--- src/rtl/irq_vec_ctrl.sv ---
module irq_vec_ctrl #(
  parameter int N_SRC = 8,
  parameter int N_VEC = 6,
  parameter int MAP_W = 3,
  parameter logic [N_SRC*MAP_W-1:0] SRC_VEC = 24'b101_101_100_100_011_010_001_000,
  parameter logic [15:0] BASE = 16'h0003,
  parameter logic [15:0] STRIDE = 16'h0008
) (
  input  logic             clk,
  input  logic             rst_n,
  input  logic [N_SRC-1:0] irq_req,
  input  logic [N_VEC-1:0] vec_en,
  input  logic             glob_en,
  input  logic [N_VEC-1:0] vec_prio,
  input  logic             insn_end,
  input  logic             ret_irq,
  output logic             taken,
  output logic [15:0]      vec_addr,
  output logic             in_svc_hi,
  output logic             in_svc_lo
);

  logic [N_VEC-1:0] vreq, live, hi_cand, lo_cand;
  logic [MAP_W-1:0] hi_idx, lo_idx, win_idx;
  logic             grant, grant_hi;

  always_comb begin
    vreq = '0;
    for (int s = 0; s < N_SRC; s++)
      if (irq_req[s]) vreq[SRC_VEC[s*MAP_W +: MAP_W]] = 1'b1;
  end

  assign live    = vreq & vec_en & {N_VEC{glob_en}};
  assign hi_cand = live & vec_prio;
  assign lo_cand = live & ~vec_prio;

  always_comb begin
    hi_idx = '0;
    lo_idx = '0;
    for (int k = N_VEC - 1; k >= 0; k--) begin
      if (hi_cand[k]) hi_idx = MAP_W'(k);
      if (lo_cand[k]) lo_idx = MAP_W'(k);
    end
  end

  assign grant_hi = !in_svc_hi && |hi_cand;
  assign grant    = insn_end && (grant_hi || (!in_svc_hi && !in_svc_lo && |lo_cand));
  assign win_idx  = grant_hi ? hi_idx : lo_idx;

  always_ff @(posedge clk) begin
    if (!rst_n) begin
      taken     <= 1'b0;
      vec_addr  <= 16'h0000;
      in_svc_hi <= 1'b0;
      in_svc_lo <= 1'b0;
    end else begin
      taken <= grant;
      if (grant) vec_addr <= BASE + 16'(win_idx) * STRIDE;
      if (grant && grant_hi)      in_svc_hi <= 1'b1;
      else if (ret_irq)           in_svc_hi <= 1'b0;
      if (grant && !grant_hi)     in_svc_lo <= 1'b1;
      else if (ret_irq && !in_svc_hi) in_svc_lo <= 1'b0;
    end
  end

  assert_take_at_boundary_R4: assert property (@(posedge clk) disable iff (!rst_n)
    taken |-> $past(insn_end));

  assert_hi_not_preempted_R8: assert property (@(posedge clk) disable iff (!rst_n)
    in_svc_hi |=> !taken);

  assert_hi_flag_with_take_R7: assert property (@(posedge clk) disable iff (!rst_n)
    $rose(in_svc_hi) |-> taken);

  assert_lo_flag_with_take_R7: assert property (@(posedge clk) disable iff (!rst_n)
    $rose(in_svc_lo) |-> taken);

  assert_ret_clears_hi_R9: assert property (@(posedge clk) disable iff (!rst_n)
    (ret_irq && in_svc_hi) |=> !in_svc_hi);

  assert_ret_clears_lo_R9: assert property (@(posedge clk) disable iff (!rst_n)
    (ret_irq && !in_svc_hi) |=> !in_svc_lo);

  assert_global_mask_R10: assert property (@(posedge clk) disable iff (!rst_n)
    !glob_en |=> !taken);

endmodule

--- config.mk ---
export PLATFORM = sky130hd
export DESIGN_NAME = irq_vec_ctrl
export DESIGN_NICKNAME = d
export VERILOG_FILES = /design/src/rtl/irq_vec_ctrl.sv
export SDC_FILE = /design/constraint.sdc
export NUM_CORES = 1
export LEC_CHECK = 0
export BUFFER_PORTS_ARGS = -buffer_cell sky130_fd_sc_hd__buf_2
export CAP_MARGIN = 10
export CORE_AREA = 2 2 44 42
export DETAILED_ROUTE_END_ITERATION = 10
export DIE_AREA = 0 0 46 44
export PLACE_DENSITY_LB_ADDON = 0.15
export SLEW_MARGIN = 20
export SYNTH_ARGS = -nofsm -noshare
export SYNTH_HDL_FRONTEND = slang
export SYNTH_SLANG_ARGS = --single-unit
--- constraint.sdc ---
create_clock -name clk -period 3 [get_ports clk]
set_clock_uncertainty 0.05 [all_clocks]
set_input_delay 0.9 -clock clk [delete_from_list [all_inputs] [get_ports clk]]
set_output_delay 0.9 -clock clk [all_outputs]
set_load 0.02 [all_outputs]
==> impl_metrics.prom <==
# TYPE chip_impl_metric gauge
chip_impl_info{name="run_status",value="complete, no violations"} 1
chip_impl_metric{name="finalCriticalPeriod",unit="ns"} 2.07
chip_impl_info{name="min-delay-path-class",value="reg -> reg"} 1
chip_impl_metric{name="syn_inst",unit=""} 78
chip_impl_metric{name="critical_path_peak_fanout",unit=""} 5
chip_impl_info{name="timing.critical_path.to_type",value="flop"} 1
chip_impl_metric{name="grt_pass1_wl",unit="mm"} 2.44
chip_impl_metric{name="clock_path_buffers",unit=""} 2
chip_impl_metric{name="route.detailed.vias_per_inst",unit=""} 5.49
chip_impl_info{name="slowest_stage",value="sky130_fd_sc_hd__nor2b_1"} 1
chip_impl_metric{name="cp.required",unit="ns"} 3.09
chip_impl_metric{name="initial_core_util",unit=""} 0.402
chip_impl_metric{name="pin_count_of_the_biggest_net_entering_global_routing",unit=""} 15
chip_impl_metric{name="fin_nets",unit=""} 137
chip_impl_metric{name="post_drt_wl_per_cell",unit="µm"} 11.2
chip_impl_metric{name="die_height",unit="µm"} 44
chip_impl_metric{name="i_o_pins",unit=""} 44
chip_impl_metric{name="diodes",unit=""} 0
chip_impl_metric{name="grt_util_met1",unit=""} 0.207
chip_impl_metric{name="timing.final.max_slew_violations",unit=""} 0
chip_impl_info{name="crit_type",value="in -> reg"} 1
chip_impl_metric{name="cts-buffers-inserted",unit=""} 3
chip_impl_metric{name="setup-tns-final",unit="ns"} 0
chip_impl_metric{name="final.hold.worst_slack",unit="ns"} 0.431
chip_impl_info{name="timing.critical_path.max_delay_family",value="simple AND/OR/NAND/NOR gates"} 1
chip_impl_metric{name="post_cts_resize_count",unit=""} 0
chip_impl_metric{name="cts.sinks",unit=""} 7
chip_impl_metric{name="number_of_input_and_output_port_buffers_inserted",unit=""} 32
chip_impl_metric{name="ys_seq_area_frac",unit=""} 0.221
chip_impl_metric{name="final_antenna_net_count",unit=""} 0
chip_impl_metric{name="min_period_over_period",unit=""} 0.690
chip_impl_metric{name="post_synth.cell_area_avg",unit="µm²"} 8.13
chip_impl_metric{name="globalRouteTotalUtil",unit=""} 0.156
chip_impl_metric{name="cp.buffers_inverters",unit=""} 1
chip_impl_metric{name="lkg_pwr",unit="µW"} 0.000399
chip_impl_metric{name="cts.reportedPaths.clkPinSlew",unit="ns"} 0.05
chip_impl_metric{name="area_growth",unit="%"} 22.5
chip_impl_metric{name="finalPower",unit="µW"} 306
chip_impl_metric{name="synthesis.area",unit="µm²"} 634
chip_impl_metric{name="max_freq",unit="GHz"} 0.483
chip_impl_metric{name="ir_drop",unit="mV"} 0.245
chip_impl_metric{name="arrival",unit="ns"} 2.16
chip_impl_metric{name="max_cap_viol_count",unit=""} 0
chip_impl_metric{name="global_route.usage.met3",unit=""} 0.0167
chip_impl_metric{name="antenna_violations_before_repair",unit=""} 0
chip_impl_metric{name="final_hold_viol_count",unit=""} 0
chip_impl_metric{name="globalRouteOverflowTotal",unit=""} 0
chip_impl_metric{name="half_perimeter_wire_length_after_detailed_placement",unit="mm"} 1.18
chip_impl_metric{name="synthDistinctLibCells",unit=""} 36
chip_impl_info{name="crit_path_start_kind",value="primary input"} 1
chip_impl_metric{name="die_footprint",unit="µm²"} 2020
chip_impl_metric{name="core_region_area",unit="µm²"} 1580
chip_impl_metric{name="route.final.wire_length",unit="mm"} 1.42
chip_impl_metric{name="postCtsHoldBufs",unit=""} 0
chip_impl_metric{name="place_congestion",unit=""} 0.718
chip_impl_metric{name="route.vias.total",unit=""} 697
chip_impl_metric{name="setup_viol",unit=""} 0
chip_impl_metric{name="drc_errors",unit=""} 0
chip_impl_metric{name="drtIter0Drc",unit=""} 18
chip_impl_metric{name="met2_usage",unit=""} 0.258
chip_impl_metric{name="clock_insertion_delay_worst_skew",unit="ns"} 0.24
chip_impl_metric{name="drtPass1Iterations",unit=""} 4
chip_impl_metric{name="ctsHtreeMaxLevel",unit=""} 1
chip_impl_metric{name="largest_stage_delay_on_the_critical_path",unit="ns"} 0.32
chip_impl_info{name="clock_tree_from_tritoncts",value="yes"} 1
chip_impl_metric{name="die_x",unit="µm"} 46
chip_impl_metric{name="count_of_buffers_added_by_post_cts_timing_repair_for_setup",unit=""} 0
chip_impl_metric{name="drive_gt1_frac",unit=""} 0.369
chip_impl_metric{name="num_rows",unit=""} 14
chip_impl_info{name="cts_root_buffer",value="sky130_fd_sc_hd__clkbuf_4"} 1
chip_impl_info{name="gr-max-usage-layer",value="met2"} 1
chip_impl_info{name="path_cells",value="buf_2 > o2111ai_1 > nor2b_1 > a21oi_2 > or2_4 > o21a_1"} 1
chip_impl_metric{name="via_count_of_the_first_global_routing_pass",unit=""} 623
chip_impl_info{name="rsz0062_at_grt",value="false"} 1
chip_impl_metric{name="yosysWarningCount",unit=""} 0
chip_impl_metric{name="pwr_density_cell",unit="nW/µm²"} 393
chip_impl_metric{name="synth.ff_latch_count",unit=""} 7
## layout by cell type (no fill, tap or decap), drive strengths merged, types with 2 or more instances in the layout
master and n:
buf 32, o31ai 3, o21ai 2, o211ai 4
a31oi 3, and4 2, nor2 3, nand2 6
nand4 5, dfxtp 7, a21oi 3, o21a 2
o2111a 2, conb 11, inv 4, nand4b 4
clkbuf 4
## cells in the mapped netlist
cell type / instances / area, µm²
sky130_fd_sc_hd__buf_6: 1 / 11.3
sky130_fd_sc_hd__a31oi_1: 3 / 18.8
sky130_fd_sc_hd__a41oi_1: 1 / 8.76
sky130_fd_sc_hd__nor3b_1: 1 / 7.51
sky130_fd_sc_hd__and2_1: 1 / 6.26
sky130_fd_sc_hd__nor2b_1: 1 / 6.26
sky130_fd_sc_hd__nand2_1: 6 / 22.5
sky130_fd_sc_hd__a21oi_1: 2 / 10.0
sky130_fd_sc_hd__o21a_1: 2 / 15.0
sky130_fd_sc_hd__o2bb2ai_1: 1 / 8.76
sky130_fd_sc_hd__o211ai_1: 4 / 30.0
sky130_fd_sc_hd__o21ai_1: 1 / 5.00
sky130_fd_sc_hd__and4_2: 1 / 10.0
sky130_fd_sc_hd__o311a_1: 1 / 10.0
sky130_fd_sc_hd__a21o_1: 1 / 7.51
sky130_fd_sc_hd__o2111ai_1: 1 / 8.76
sky130_fd_sc_hd__nand3_1: 1 / 5.00
sky130_fd_sc_hd__inv_1: 4 / 15.0
sky130_fd_sc_hd__o211a_1: 1 / 10.0
sky130_fd_sc_hd__nand4b_2: 1 / 15.0
sky130_fd_sc_hd__conb_1: 1 / 3.75
sky130_fd_sc_hd__and4_4: 1 / 11.3
sky130_fd_sc_hd__nor2_1: 3 / 11.3
sky130_fd_sc_hd__a21oi_2: 1 / 8.76
sky130_fd_sc_hd__o2111a_1: 1 / 11.3
sky130_fd_sc_hd__buf_4: 12 / 90.1
sky130_fd_sc_hd__o31ai_1: 3 / 22.5
sky130_fd_sc_hd__o2111a_2: 1 / 12.5
sky130_fd_sc_hd__o21ai_0: 1 / 5.00
sky130_fd_sc_hd__nand2b_1: 1 / 6.26
sky130_fd_sc_hd__nor4_1: 1 / 6.26
sky130_fd_sc_hd__nand4b_1: 3 / 26.3
sky130_fd_sc_hd__dfxtp_1: 7 / 140
sky130_fd_sc_hd__nand4_1: 5 / 31.3
sky130_fd_sc_hd__a21boi_0: 1 / 7.51
sky130_fd_sc_hd__or2_4: 1 / 8.76
## through the flow
stage,util,setup slack (ns),std cells,instance area [µm²]
CTS,0.493,0.930,127,777
finish,0.493,0.930,127,777
detailed placement,0.476,0.680,123,751
floorplan,-,0.870,88,672
global route,0.493,0.845,127,777
global placement,0.476,0.709,123,751
## layer usage
layer | routed length, µm | share of wire | up-vias
li1 | - | - | 348
met4 | 0 | 0 | 0
met1 | 660 | 0.47 | 322
met5 | 0 | 0 | -
met3 | 78 | 0.055 | 0
met2 | 681 | 0.48 | 27
## sequential cells by signal, summed over array words and instances, names as in the netlist
register   cells
vec_addr       4
in_svc_lo      1
taken          1
in_svc_hi      1
## power by group
group          internal [µW]  switching [µW]  total (µW)
Clock                   50.7            33.5        84.2
Sequential               103            5.71         109
Combinational           43.9            68.6         113
## worst paths after layout
check                                 start           to  depth (start not counted)  slack, ns
worst max-delay path             irq_req[5]  vec_addr[1]                          6       0.93
worst max register to register    in_svc_hi  vec_addr[1]                          4       1.71
worst min register to register  vec_addr[1]  vec_addr[1]                          1       0.43
worst min-delay path            vec_addr[1]  vec_addr[1]                          1       0.43
## cell type report
cell class	count	area (µm²)
multi-input combinational	64	415
clock buffer	4	26.3
sequential	7	140
timing repair buffer	32	160
fill	160	800
tap	16	20.0
inverter	4	15.0
## cells by family after synthesis
group,Yosys count,synth area share
buffers and inverters,17,0.183
AO/OA/AOI/OAI,26,0.316
flip-flops,7,0.221
AND/OR/NAND/NOR,27,0.274
other,1,0.00591
Note: power is estimated with default switching activity, not from simulation.
